File: src/rtl/hop_pkg.sv
package hop_pkg;
    localparam int INT_W      = 16;
    localparam int FRAC_W     = 24;
    localparam int ADDR_W     = 6;
    localparam int FRAME_BITS = 32;
    localparam int PAYLOAD_W  = 1 + ADDR_W + FRAC_W;

    localparam logic [ADDR_W-1:0] INT_ADDR  = 6'h0F;
    localparam logic [ADDR_W-1:0] FRAC_ADDR = 6'h10;
    localparam logic [ADDR_W-1:0] MODE_ADDR = 6'h12;
    localparam int                MODE_BIT  = 3;

    typedef enum logic {MODE_FRAC = 1'b0, MODE_INT = 1'b1} hop_mode_e;

    typedef struct packed {
        logic              wr;
        logic [ADDR_W-1:0] addr;
        logic [FRAC_W-1:0] data;
    } frame_t;

    // A write hops when it targets the register that triggers in this mode.
    function automatic logic hop_trigger(hop_mode_e mode, logic [ADDR_W-1:0] addr);
        return (mode == MODE_INT) ? (addr == INT_ADDR) : (addr == FRAC_ADDR);
    endfunction
endpackage

File: src/rtl/hop_serial_rx.sv
module hop_serial_rx
    import hop_pkg::*;
#(
    parameter int SYNC_STAGES = 2,
    parameter int FRAME_LEN   = FRAME_BITS
) (
    input  logic              clk,
    input  logic              rst,
    input  logic              ser_en,
    input  logic              ser_clk,
    input  logic              ser_dat,
    output logic              wr_valid,
    output logic [ADDR_W-1:0] wr_addr,
    output logic [FRAC_W-1:0] wr_data
);
    localparam int CNT_W = $clog2(FRAME_LEN + 1);
    localparam logic [CNT_W-1:0] COMMIT_CNT = CNT_W'(PAYLOAD_W);
    localparam logic [CNT_W-1:0] LAST_CNT   = CNT_W'(FRAME_LEN);

    logic [SYNC_STAGES-1:0] en_p, clk_p, dat_p;
    logic                   en_s, clk_s, dat_s, clk_d;
    logic                   rise, fall;
    logic [CNT_W-1:0]       bit_cnt;
    frame_t                 shreg;

    assign en_s  = en_p[SYNC_STAGES-1];
    assign clk_s = clk_p[SYNC_STAGES-1];
    assign dat_s = dat_p[SYNC_STAGES-1];
    assign rise  = clk_s & ~clk_d;
    assign fall  = ~clk_s & clk_d;

    always_ff @(posedge clk) begin
        if (rst) begin
            en_p     <= '0;
            clk_p    <= '0;
            dat_p    <= '0;
            clk_d    <= 1'b0;
            bit_cnt  <= '0;
            shreg    <= '0;
            wr_valid <= 1'b0;
            wr_addr  <= '0;
            wr_data  <= '0;
        end else begin
            en_p     <= {en_p[SYNC_STAGES-2:0], ser_en};
            clk_p    <= {clk_p[SYNC_STAGES-2:0], ser_clk};
            dat_p    <= {dat_p[SYNC_STAGES-2:0], ser_dat};
            clk_d    <= clk_s;
            wr_valid <= 1'b0;
            if (!en_s) begin
                bit_cnt <= '0;
            end else if (rise && bit_cnt != LAST_CNT) begin
                shreg   <= {shreg[PAYLOAD_W-2:0], dat_s};
                bit_cnt <= bit_cnt + 1'b1;
            end else if (fall && bit_cnt == COMMIT_CNT && shreg.wr) begin
                wr_valid <= 1'b1;
                wr_addr  <= shreg.addr;
                wr_data  <= shreg.data;
            end
        end
    end
endmodule

File: src/rtl/hop_reg_bank.sv
module hop_reg_bank
    import hop_pkg::*;
(
    input  logic              clk,
    input  logic              rst,
    input  logic              wr_valid,
    input  logic [ADDR_W-1:0] wr_addr,
    input  logic [FRAC_W-1:0] wr_data,
    output logic [INT_W-1:0]  act_int,
    output logic [FRAC_W-1:0] act_frac,
    output logic              int_mode,
    output logic              hop_strobe
);
    logic [INT_W-1:0] sh_int;
    hop_mode_e        mode;
    logic             hop_now;

    assign int_mode = (mode == MODE_INT);
    assign hop_now  = wr_valid && hop_trigger(mode, wr_addr);

    always_ff @(posedge clk) begin
        if (rst) begin
            sh_int     <= '0;
            act_int    <= '0;
            act_frac   <= '0;
            mode       <= MODE_FRAC;
            hop_strobe <= 1'b0;
        end else begin
            hop_strobe <= hop_now;
            if (wr_valid && wr_addr == INT_ADDR)
                sh_int <= wr_data[INT_W-1:0];
            if (wr_valid && wr_addr == MODE_ADDR)
                mode <= hop_mode_e'(wr_data[MODE_BIT]);
            if (hop_now) begin
                if (mode == MODE_INT) begin
                    act_int <= wr_data[INT_W-1:0];
                end else begin
                    act_int  <= sh_int;
                    act_frac <= wr_data;
                end
            end
        end
    end


    strobe_single_chk: assert property (@(posedge clk) disable iff (rst)
        hop_strobe |=> !hop_strobe);


    act_change_chk: assert property (@(posedge clk) disable iff (rst)
        (act_int != $past(act_int) || act_frac != $past(act_frac)) |-> hop_strobe);


    int_frac_hold_chk: assert property (@(posedge clk) disable iff (rst)
        (hop_strobe && int_mode) |-> act_frac == $past(act_frac));


    frac_int_pending_chk: assert property (@(posedge clk) disable iff (rst)
        (wr_valid && wr_addr == INT_ADDR && !int_mode) |=> !hop_strobe);


    reset_state_chk: assert property (@(posedge clk) disable iff (rst)
        $past(rst) |-> (act_int == '0 && act_frac == '0 && !int_mode && !hop_strobe));
endmodule

File: src/rtl/freq_hop_dbuf.sv
module freq_hop_dbuf
    import hop_pkg::*;
(
    input  logic              clk,
    input  logic              rst,
    input  logic              ser_en,
    input  logic              ser_clk,
    input  logic              ser_dat,
    output logic [INT_W-1:0]  act_int,
    output logic [FRAC_W-1:0] act_frac,
    output logic              int_mode,
    output logic              hop_strobe
);
    logic              wr_valid;
    logic [ADDR_W-1:0] wr_addr;
    logic [FRAC_W-1:0] wr_data;

    hop_serial_rx #(.SYNC_STAGES(2), .FRAME_LEN(FRAME_BITS)) u_rx (
        .clk      (clk),
        .rst      (rst),
        .ser_en   (ser_en),
        .ser_clk  (ser_clk),
        .ser_dat  (ser_dat),
        .wr_valid (wr_valid),
        .wr_addr  (wr_addr),
        .wr_data  (wr_data)
    );

    hop_reg_bank u_bank (
        .clk        (clk),
        .rst        (rst),
        .wr_valid   (wr_valid),
        .wr_addr    (wr_addr),
        .wr_data    (wr_data),
        .act_int    (act_int),
        .act_frac   (act_frac),
        .int_mode   (int_mode),
        .hop_strobe (hop_strobe)
    );
endmodule

File: config.mk
export PLATFORM = sky130hd
export DESIGN_NAME = freq_hop_dbuf
export DESIGN_NICKNAME = d
export VERILOG_FILES = /design/src/rtl/hop_pkg.sv /design/src/rtl/hop_serial_rx.sv /design/src/rtl/hop_reg_bank.sv /design/src/rtl/freq_hop_dbuf.sv
export SDC_FILE = /design/constraint.sdc
export NUM_CORES = 1
export LEC_CHECK = 0
export BUFFER_PORTS_ARGS = -buffer_cell sky130_fd_sc_hd__buf_2
export CORE_MARGIN = 8
export CORE_UTILIZATION = 53
export DETAILED_ROUTE_END_ITERATION = 7
export GPL_TIMING_DRIVEN = 0
export PLACE_DENSITY = 0.73
export SETUP_SLACK_MARGIN = 0.4
export SLEW_MARGIN = 20
export SYNTH_ARGS = -nofsm -noshare
export SYNTH_HDL_FRONTEND = slang
export SYNTH_SLANG_ARGS = --single-unit
File: constraint.sdc
create_clock -name clk -period 2.1 [get_ports clk]
set_clock_uncertainty 0.2 [all_clocks]
set_input_delay 0.105 -clock clk [delete_from_list [all_inputs] [get_ports clk]]
set_output_delay 0.105 -clock clk [all_outputs]
set_load 0.02 [all_outputs]
# --- After elaboration in Yosys (flattened, before gate mapping) ---
# Index checks and enable logic that the tools add are counted.
word_totals:
  ff_bits: 133
  in_bits: 5
  out_inout_bits: 42
  elab_cells: 43
op_classes:
  add_sub_neg: 1
  eq_ne: 5
  mux: 3
  n_bitwise: 7
  reduce_logical: 11
op_table:
  columns: ["cell", "n"]
  rows:
  - ["equality test 6 x 5 -> 1 bit (second input constant)", 3]
  - ["two-way mux 16 bit", 1]
  - ["adder 6 x 1 -> 6 bit (second input constant)", 1]
  - ["equality test 6 x 4 -> 1 bit (second input constant)", 1]
  - ["logical AND 1 bit", 6]
  - ["inequality test 6 bit (second input constant)", 1]
  - ["inverter 1 bit", 5]
  - ["AND reduction 2 bit", 2]
  - ["AND reduction 3 bit", 1]
  - ["OR reduction 3 bit", 1]
  - ["AND 1 bit", 2]
  - ["two-way mux 1 bit", 2]
  - ["OR reduction 2 bit", 1]

# --- Depth between registers and ports, before layout ---
# Gate-level depths: netlist of run 1.
logic_depth:
  ltp_word: 5
  depth_mapped: 7

# --- Modules after synthesis ---
# From an unflattened synthesis of run 1, not the netlist that was laid out.
unflattened:
  cells_unflattened: 505
  hier_area_um2: 5177.5
modules_own_cells:
  columns: ["module", "instances", "cells_each", "area_each_um2", "seq_area_each_um2"]
  rows:
  - ["hop_serial_rx", 1, 260, 2904.0, 1501.4]
  - ["hop_reg_bank", 1, 245, 2273.4, 1161.1]

# --- Worst setup path before layout of run 1 ---
# Ideal clock, no wire load.
synth_timing:
  path_kind: "reg-to-reg"
  start: "register u_bank.mode, in the netlist u_bank.int_mode"
  end: "register u_bank.act_frac[10]"
  arrival_time_ns: 1.500
  required_time_ns: 1.772
  path_slack_ns: 0.272
  path_stages_with_launch: 7
  cell_sequence: "dfxtp_1 -> buf_4 -> nor2_1 -> nand4_1 -> buf_2 -> mux2i_1 -> nor2_1"
synth_between:
  elab_chain_cells: 3
synth_lines:
  columns: ["item", "line", "source"]
  rows:
  - ["start: declaration", "hop_reg_bank.sv:15", "hop_mode_e mode;"]
  - ["start signal: assignment", "hop_reg_bank.sv:33", "mode <= hop_mode_e'(wr_data[MODE_BIT]);"]
  - ["two-way mux 1 bit", "hop_pkg.sv:23", "return (mode == MODE_INT) ? (addr == INT_ADDR) : (addr == FRAC_ADDR);"]
  - ["logical AND 1 bit", "hop_reg_bank.sv:19", "assign hop_now = wr_valid && hop_trigger(mode, wr_addr);"]
  - ["AND reduction 2 bit (no line) *", null, null]
  - ["end signal: assignment", "hop_reg_bank.sv:39", "act_frac <= wr_data;"]
  - ["end: declaration", "hop_reg_bank.sv:10", "output logic [FRAC_W-1:0] act_frac,"]
# Every way passes the cells marked *; elsewhere a longest branch is shown, timed or not.
# A chain may end at the register's enable or synchronous reset.

# --- Worst setup path after layout of run 1 ---
layout_timing:
  start: "register u_rx.bit_cnt[1]"
  end: "register u_rx.shreg[10] (netlist name)"
layout_between:
  elab_chain_cells: 3
layout_lines:
  columns: ["item", "line", "source"]
  rows:
  - ["start: declaration", "hop_serial_rx.sv:23", "logic [CNT_W-1:0] bit_cnt;"]
  - ["start signal: assignment", "hop_serial_rx.sv:53", "bit_cnt <= bit_cnt + 1'b1;"]
  - ["inequality test 6 bit", "hop_serial_rx.sv:51", "end else if (rise && bit_cnt != LAST_CNT) begin"]
  - ["logical AND 1 bit", "hop_serial_rx.sv:51", null]
  - ["AND reduction 2 bit (no line)", null, null]
  - ["end signal: assignment", "hop_serial_rx.sv:52", "shreg <= {shreg[PAYLOAD_W-2:0], dat_s};"]
  - ["end: declaration", "hop_serial_rx.sv:24", "frame_t shreg;"]
# No other way between the ends.

==> key figures, run 1 <==
Min path
  • Worst min path class: in -> reg
  • Worst Hold End: u_rx.wr_addr[0]
  • Min-Delay Startpoint: rst
  • Hold Crit Depth: 3

Layout
  • Area grow syn2layout: 37.9%
  • Final Instance Area: roughly 7100 µm²
  • Layout cells sized above 1: 0.318
  • ANT cells: 0
  • Final nets: between 600 and 700
  • Utilization after layout: 0.737
  • FILL cells: roughly 630

Floorplan
  • DIE HEIGHT: roughly 110 µm
  • Initial core utilization: 0.534
  • Area of the die: approximately 13000 µm²
  • Number of I/O pins: 47
  • Die Span X: around 110 µm
  • Core Rows: 36
  • Core Region: approximately 9600 µm²

GRT
  • Gr ovfl total: 0
  • Total GRT Usage: 0.196
  • First-pass GRT wire length: between 20 and 25 mm
  • Pin count of the biggest net entering global routing: 17
  • Vias in the first global route: ~4200
  • Initial antenna violation count: 0

Logic synthesis
  • Synth warn: 0
  • Synth Area in Compound Gates: 0.0891
  • Post-synthesis async set-or-reset flop share: 0
  • Avg Inst Size Synth: 9.53 µm²
  • Post-Synth Adder-Cell Area: 0.00488
  • Dominant cell by count in the synthesized netlist: dfxtp_1
  • Syn Nets: approximately 550
  • Mapped Area: 5120 µm²
  • Synth unique cells: 35
  • Top_reg_cell synth: dfxtp_1
  • Post-synth top cells: dfxtp_1, mux2i_1, nand2_1, nor2_1, a21oi_1
  • Post-Synth XOR/XNOR Area: 0.00684
  • Flops & latches, synth: 133
  • Post-synthesis mux area share: 0.172
  • Synth area leader: dfxtp_1
  • Post-synth EDFFs: 0
  • Sequential share of the synthesized area: 0.520
  • Area share of the largest cell type after synthesis: 0.520
  • Top post-synthesis cells by area: dfxtp_1, mux2i_1, nand2_1, nor2_1, a21oi_1
  • Main combinational cell family by area after synthesis: multiplexers
  • Mapped Cells: 538
  • Simple-gate share of the synthesized area: 0.159

Timing
  • Pins Over Slew Limit: 0
  • Worst Max-Slew Pin Slew: between 0.8 and 0.9 ns
  • Max Freq: 503 MHz
  • RSZ-0062 raised after global routing: yes
  • Final Hold Fails: 0
  • Setup tns final: 0 ns
  • Final Cycle Share: 0.946
  • Minimum clock period: approximately 2.0 ns
  • Max transition margin: 0.453
  • Setup violations, final: 0
  • Worst hold slack: slightly above 0.08 ns

Pwr
  • Static Leak: about 0.0027 µW
  • Peak supply drop: slightly below 0.6 mV
  • Part of the power in the clock network: 0.550
  • Int Power: around 4700 µW
  • PwrDens: just over 800 nW/µm²
  • NetSw: ~1200 µW
  • Switching share of power: 0.199
  • Sequential group share of total power: 0.434
  • Comb pwr share: 0.016

Clock network
  • Num CTS Buffers: 17
  • Clk_lat worst skew: approximately 0.52 ns
  • Bufs on Longest Clock Path: 2
  • CTS tree: yes
  • H-tree lvl count: 4
  • Root buffer cell: clkbuf_8
  • Sink Count: around 130
  • Reg clk slew, reported paths: about 0.060 ns

Critical path
  • Worst Setup End Kind: flop
  • Reg2Reg Setup Slack: 0.11 ns
  • Critical path's top delay family: simple AND/OR/NAND/NOR gates
  • Peak fanout along the critical path: 7
  • R2R cell count: 8
  • Buf+Inv Stages, Crit Path: 3
  • CP Data Arrival Time: roughly 2.2 ns
  • Required @ worst endpoint: 2.34 ns
  • CP max stage delay: 0.47 ns
  • Cell chain of the critical path: inv_4 > ha_4 > or4b_4 > o21ai_4 > buf_12 > buf_8 > nand2_1 > a21oi_1
  • Slowest CP cell: or4b_4
  • Critical path launch point type: flop
  • RR Endpoint: u_rx.shreg[10]
  • R2r startpoint: u_rx.bit_cnt[1]
  • Setup Crit Path Kind: reg -> reg

Placement
  • I/O Buffers: between 40 and 50
  • GP Congestion: about 0.77
  • Post-DP HPWL: ~7.5 mm
  • DP Area: around 5600 µm²

Route
  • Vias: between 4000 and 5000
  • Router iterations before antenna repair: 8
  • Routed Wire Length: 13.4 mm
  • Post-route ant nets: 0
  • Wire per inst: roughly 17 µm
  • Vias per cell: 5.36
  • DR iter-0 viols: 252
  • Post-route DRC violation count: 0

Run status
  • Status: completed

Flow run
  • Max-cap violations: 0
[logic make-up (layout without fill, tap and decap cells)]
family | Yosys count | count (layout)
buffers and inverters | 55 | 165
and+or+nand+nor | 185 | 185
xor gates and xnor gates | 4 | 4
DFF | 133 | 133
muxes | 88 | 88
adders and majority gates | 2 | 2
AOI/OAI and AO/OA | 71 | 71
[layer usage]
| layer | vias to the layer above | share of wire | track usage | wire (µm) |
|---|---|---|---|---|
| li1 | 1999 | - | - | - |
| met1 | 1989 | 0.41 | 0.221 | 5480 |
| met2 | 160 | 0.51 | 0.349 | 6800 |
| met3 | 40 | 0.054 | 0.0496 | 724 |
| met4 | 0 | 0.032 | 0.0728 | 432 |
| met5 | - | 0 | 0 | 0 |
[worst reg2reg max path, cell delays in order, from the launching register on]
cell and delay [ns]:
dfxtp_4 0.37, inv_4 0.06, ha_4 0.12, or4b_4 0.48, o21ai_4 0.16, buf_12 0.15
buf_8 0.13, nand2_1 0.08, a21oi_1 0.17
[cell usage in the layout, fill, tap and decap left out, drive strengths merged, types with 2 or more instances in the layout]
cell,n
dfxtp,133
mux2i,88
buf,84
nor2,78
nand2,78
a21oi,49
clkbuf,43
inv,20
a211oi,16
nor2b,11
dlygate4sd3,6
bufinv,5
clkinv,5
nand4,4
nand3,2
nand2b,2
o211ai,2
xor2,2
xnor2,2
ha,2
clkinvlp,2
and3b,2
o21ai,2
[sequential cells by signal (all words and copies together), names as in the netlist, 6 cells and up]
signal and count:
u_rx.bit_cnt 6, u_rx.shreg 31, u_bank.sh_int 16, u_bank.act_frac 24, u_rx.wr_data 24, u_bank.act_int 16
u_rx.wr_addr 6
[cell type report]
cell class / count / area [µm²] / share of cell area
flip-flops and latches: 133 / 2690 / 0.380
multi-input cells: 350 / 2520 / 0.357
repair buffers: 78 / 663 / 0.0938
clock buffers: 20 / 445 / 0.0630
plain buffers: 35 / 308 / 0.0435
clock inverters: 12 / 201 / 0.0285
well taps: 133 / 166 / 0.0235
inverters: 20 / 77.6 / 0.0110
[per-stage QoR]
stage	power (µW)	worst slack (ns)	cells
floorplan	2630	0.348	538
global placement	2660	0.134	716
detailed placement	2660	0.0614	716
CTS	5830	0.177	774
global route	5960	0.0569	781
finish	5820	0.113	781
[power groups by stage]
stage | clock network, µW | registers [µW] | logic, µW
2_1_floorplan | 0 | 2590 | 46.5
3_3_place_gp | 0 | 2590 | 70.6
3_5_place_dp | 0 | 2590 | 71.7
4_1_cts | 3210 | 2530 | 85.4
5_1_grt | 3330 | 2530 | 101
6_report | 3200 | 2530 | 95.1
[how the worst max path moves through the flow]
stage	depth (start not counted)	to	from
floorplan	7	u_rx.shreg[23]	u_rx.bit_cnt[0]
global placement	7	u_rx.shreg[16]	u_rx.bit_cnt[0]
detailed placement	7	u_rx.shreg[8]	u_rx.bit_cnt[0]
CTS	8	u_rx.shreg[29]	u_rx.bit_cnt[1]
global route	7	u_rx.bit_cnt[2]	u_rx.bit_cnt[0]
finish	8	u_rx.shreg[10]	u_rx.bit_cnt[1]
[timing repair]
item | in CTS | in global routing
buffers inserted | 14 | 4
cloned | 6 | 3
endpoints found under the hold margin | 8 | 0
setup endpoints to repair | 114 | 107
gates resized for setup | 64 | 64
pin swaps | 26 | 33
hold buffers | 6 | 0
(Power assumes the default switching activity.)
==> run 2, diff against run 1 <==
BUFFER_PORTS_ARGS = default   (was -buffer_cell sky130_fd_sc_hd__buf_2)
DONT_BUFFER_PORTS = 1   (was default)
PLACE_DENSITY = 0.69   (was 0.73)
==> key figures, run 2 (synthesis results as in run 1) <==
Run status
  • Status: completed

GRT
  • Pin count of the biggest net entering global routing: 17
  • Vias in the first global route: between 4000 and 5000
  • Total GRT Usage: 0.196
  • First-pass GRT wire length: 19.9 mm
  • Initial antenna violation count: 0
  • Gr ovfl total: 0

Route
  • Wire per inst: around 17 µm
  • Vias per cell: roughly 5.3
  • Post-route ant nets: 0
  • Post-route DRC violation count: 0
  • Routed Wire Length: roughly 13 mm
  • Vias: ~4000
  • Router iterations before antenna repair: 4
  • DR iter-0 viols: between 200 and 300

Critical path
  • Required @ worst endpoint: 2.34 ns
  • Setup Crit Path Kind: reg -> reg
  • Peak fanout along the critical path: 7
  • Worst Setup End Kind: flop
  • Critical path launch point type: flop
  • CP Data Arrival Time: between 2 and 2.5 ns

Timing
  • RSZ-0062 raised after global routing: yes
  • Final Cycle Share: 0.939
  • Pins Over Slew Limit: 0
  • Max transition margin: 0.456
  • Worst hold slack: ~0.10 ns
  • Final Hold Fails: 0
  • Minimum clock period: just under 2 ns
  • Worst Max-Slew Pin Slew: between 0.8 and 0.9 ns
  • Final Worst Setup Slack: around 0.13 ns
  • Setup violations, final: 0
  • Setup tns final: 0 ns
  • Max Freq: 507 MHz

Clock network
  • Bufs on Longest Clock Path: 2
  • CTS tree: yes
  • Reg clk slew, reported paths: 0.06 ns
  • Clk_lat worst skew: a little over 0.5 ns
  • Num CTS Buffers: 17
  • Sink Count: roughly 130
  • Root buffer cell: clkbuf_8
  • H-tree lvl count: 4

Floorplan
  • Die Span X: approximately 110 µm
  • Core Region: 9590 µm²
  • Area of the die: approximately 13000 µm²
  • Initial core utilization: 0.534
  • Number of I/O pins: 47
  • DIE HEIGHT: between 100 and 150 µm
  • Core Rows: 36

Layout
  • Final nets: between 600 and 700
  • Area grow syn2layout: 37.9%
  • Final Instance Area: about 7100 µm²
  • Top flop regs: u_rx.shreg: 31 flops, u_bank.act_frac: 24 flops, u_rx.wr_data: 24 flops
  • Max FFs per register: 31
  • Most frequent cells in the layout: dfxtp_1, mux2i_1, nor2_1, nand2_1, a21oi_2
  • Largest Register: u_rx.shreg
  • ANT cells: 0
  • Commonest non-fill, non-tap cell in the layout: dfxtp_1
  • Layout cells sized above 1: 0.316

Pwr
  • Peak supply drop: between 0.5 and 0.6 mV
  • PwrDens: about 780 nW/µm²
  • Static Leak: approximately 0.0025 µW

Placement
  • Post-DP HPWL: 7.54 mm
  • GP Congestion: about 0.76
  • DP Area: between 5000 and 6000 µm²
  • DP Worst Slack: approximately 0.031 ns
  • I/O Buffers: 0

Min path
  • Worst min path class: in -> reg

Flow run
  • Max-cap violations: 0
[run 2: changes by cell type in the layout (fill, tap and decap cells not counted), moves of 3 or more]
| cell | change |
|---|---|
| dfxtp_2 | -3 |
| mux2i_2 | +5 |
| a21oi_2 | +11 |
| buf_4 | +8 |
| buf_6 | +3 |
| a21oi_1 | -12 |
| clkinv_4 | -3 |
| nand2_4 | +3 |
| nand2_2 | +3 |
| nand2_1 | -6 |
| buf_2 | -45 |
| mux2i_1 | -5 |
[run 2: power breakdown]
group / total [µW] / internal (µW) / leakage [µW] / switching [µW]
Combinational: 92.7 / 23.9 / 0.00117 / 68.8
Clock: 2910 / 1860 / 0.000277 / 1050
Sequential: 2530 / 2520 / 0.00108 / 3.02
[run 2: cell type report]
class                      count  area (µm²)
inverter                      20        77.6
clock inverter                 9         128
multi-input combinational    350        2630
fill                         620        2530
tap                          133         166
buffer                        35         312
sequential                   133        2690
timing repair buffer          48         614
clock buffer                  22         453
[run 2: what timing repair did]
action | in CTS | in global routing
gates cloned | 8 | 2
hold endpoints to repair | 8 | 0
gates resized for setup | 101 | 61
setup buffers | 22 | 10
pin swaps | 54 | 18
setup endpoints to repair | 116 | 115
hold buffers | 6 | 0
[run 2: worst paths after layout]
path	startpoint	end	slack, ns	cells after the start
worst min register to register	u_rx.en_p[0]	u_rx.en_p[1]	0.24	1
worst min-delay path	rst	u_rx.bit_cnt[2]	0.10	3
worst max register to register	u_rx.bit_cnt[1]	u_rx.shreg[10]	0.13	8
worst max-delay path	u_rx.bit_cnt[1]	u_rx.shreg[10]	0.13	8
[run 2: routing by layer]
metal	share of wire	vias up	GRT usage
met3	0.065	15	0.0622
met5	0	-	0
met2	0.52	96	0.336
met4	0.012	0	0.0967
met1	0.40	1937	0.215
li1	-	1928	-
[run 2: through the flow]
step | total power [µW] | instances | utilization
CTS | 5540 | 738 | 0.699
finish | 5520 | 750 | 0.737
floorplan | 2630 | 538 | -
detailed placement | 2660 | 671 | 0.559
global route | 5680 | 750 | 0.737
global placement | 2660 | 671 | 0.559
[run 2: critical path: stages (launching register included)]
cell and delay, ns:
dfxtp_4 0.36, inv_4 0.06, ha_4 0.12, or4b_4 0.48
o21ai_4 0.17, buf_12 0.15, buf_8 0.12, nand2_1 0.09
a21oi_2 0.13
==> run 3, diff against run 2 <==
REMOVE_ABC_BUFFERS = 1   (was default)
clock period = 2.3 ns   (was 2.1 ns; I/O delays follow)
==> key figures, run 3 (synthesis results as in run 1) <==
Run status
  • Status: finished with violations
  • Violated checks: hold timing

Critical path
  • CP Data Arrival Time: ~2.3 ns
  • R2r startpoint: u_rx.bit_cnt[1]
  • Slowest CP cell: or4b_4
  • Critical path's top delay family: simple AND/OR/NAND/NOR gates
  • Setup Crit Path Kind: reg -> reg
  • Buf+Inv Stages, Crit Path: 3
  • CP max stage delay: around 0.5 ns
  • RR Endpoint: u_rx.shreg[30]
  • Cell chain of the critical path: inv_4 > ha_4 > or4b_4 > buf_6 > o21ai_4 > clkbuf_16 > nand2_2 > a21oi_2
  • Critical path launch point type: flop
  • R2R cell count: 8
  • Worst Setup End Kind: flop
  • Peak fanout along the critical path: 7
  • Required @ worst endpoint: 2.55 ns
  • Reg2Reg Setup Slack: about 0.25 ns

GRT
  • Gr ovfl total: 0
  • Initial antenna violation count: 0
  • Vias in the first global route: around 3700
  • Total GRT Usage: 0.181
  • Pin count of the biggest net entering global routing: 129
  • First-pass GRT wire length: about 19 mm

Layout
  • Most frequent cells in the layout: dfxtp_1, mux2i_1, nor2_1, nand2_1, a21oi_2
  • Area grow syn2layout: 27.1%
  • ANT cells: 0
  • Top flop regs: u_rx.shreg: 31 flops, u_bank.act_frac: 24 flops, u_rx.wr_data: 24 flops
  • Final std cells w/o fill: around 700
  • Commonest non-fill, non-tap cell in the layout: dfxtp_1
  • Max FFs per register: 31
  • Layout cells sized above 1: 0.250
  • Final nets: 563
  • Largest Register: u_rx.shreg

Timing
  • Minimum clock period: about 2 ns
  • Final Cycle Share: 0.892
  • Worst hold slack: -0.499 ns
  • Max Freq: 487 MHz
  • Max transition margin: 0.698
  • RSZ-0062 raised after global routing: yes
  • Worst Max-Slew Pin Slew: about 0.45 ns
  • Final Hold Fails: 120
  • Setup violations, final: 0
  • Pins Over Slew Limit: 0

Clock network
  • Hold_buf cts: 8
  • CTS tree: yes
  • Clk_lat worst skew: around 0.51 ns
  • Root buffer cell: clkbuf_8
  • Bufs on Longest Clock Path: 2
  • Sink Count: ~130
  • Num CTS Buffers: 17
  • H-tree lvl count: 4
  • Reg clk slew, reported paths: approximately 0.06 ns

Placement
  • Placed cells: approximately 640
  • I/O Buffers: 0
  • GP Congestion: 0.723
  • Post-DP HPWL: roughly 6.0 mm

Floorplan
  • Core Region: about 9600 µm²
  • Core Rows: 36
  • Area of the die: roughly 13000 µm²
  • Number of I/O pins: 47
  • DIE HEIGHT: 114 µm
  • Die Span X: approximately 110 µm
  • Initial core utilization: 0.534

Route
  • Post-route ant nets: 0
  • Wire per inst: 16.7 µm
  • Vias: between 3000 and 4000
  • Routed Wire Length: 11.7 mm
  • Vias per cell: 5.28
  • Post-route DRC violation count: 0
  • Router iterations before antenna repair: 4
  • DR iter-0 viols: between 200 and 250

Min path
  • Worst min path class: in -> reg
  • Min-Delay Startpoint: rst
  • Hold Crit Depth: 1
  • Worst Hold End: u_rx.shreg[0]

Pwr
  • Static Leak: between 0.002 and 0.0025 µW
  • Peak supply drop: between 0.4 and 0.5 mV
  • PwrDens: around 780 nW/µm²

Flow run
  • Max-cap violations: 0
[run 3: cell types whose count changed in the layout (fill, tap and decap cells not counted), moves of 9 or more]
cell / previous run / this run
clkbuf_1: 18 / 0
buf_4: 20 / 9
nand2_4: 6 / 16
mux2i_1: 79 / 88
[run 3: layer usage]
layer,vias to the layer above,track usage,share of wire
li1,1833,-,-
met1,1773,0.207,0.42
met2,82,0.304,0.51
met3,11,0.0638,0.064
met4,0,0.0665,0.0093
met5,-,0,0
[run 3: cell type report]
| type | count | area, µm² |
|---|---|---|
| clock buffers | 20 | 455 |
| flip-flops and latches | 133 | 2680 |
| multi-input cells | 351 | 2570 |
| clock inverters | 11 | 149 |
| repair buffers | 33 | 412 |
| inverters | 20 | 80.1 |
| well taps | 133 | 166 |
| fillers | 713 | 3080 |
[run 3: where the power goes]
group	internal [µW]	switching, µW	total, µW	leakage (µW)
sequential	2310	2.60	2310	0.00107
combinational	18.9	13.0	31.9	0.000921
clock	1740	986	2720	0.000290
[run 3: stage by stage]
| stage | utilization | TNS, ns | total power [µW] | area, µm² | setup WS (ns) |
|---|---|---|---|---|---|
| after floorplan | - | -47.81 | 2370 | 4950 | -0.663 |
| after global placement | 0.533 | -143.52 | 2380 | 5120 | -1.94 |
| after detailed placement | 0.543 | -14.55 | 2380 | 5210 | -0.433 |
| after CTS | 0.651 | 0 | 5100 | 6240 | 0.326 |
| after global routing | 0.679 | 0 | 5220 | 6510 | 0.210 |
| final | 0.679 | 0 | 5060 | 6510 | 0.248 |
[run 3: worst max-delay path by stage]
| stage | from | endpoint | slack (ns) | cells after the start |
|---|---|---|---|---|
| after floorplan | u_rx.bit_cnt[0] | u_rx.shreg[0] | -0.66 | 6 |
| after global placement | u_rx.bit_cnt[0] | u_rx.shreg[2] | -1.94 | 6 |
| after detailed placement | u_bank.int_mode | u_bank.act_int[3] | -0.43 | 3 |
| after CTS | u_rx.bit_cnt[0] | u_rx.shreg[27] | 0.33 | 8 |
| after global routing | u_rx.bit_cnt[1] | u_rx.shreg[18] | 0.21 | 8 |
| final | u_rx.bit_cnt[1] | u_rx.shreg[30] | 0.25 | 8 |
[run 3: repair_timing]
| action | 4_1_cts | 5_1_grt |
|---|---|---|
| pin swaps | 26 | 39 |
| buffers inserted | 16 | 1 |
| endpoints found under the setup margin | 121 | 68 |
| resized for setup | 40 | 65 |
| cloned | 2 | 1 |
| endpoints found under the hold margin | 133 | 120 |
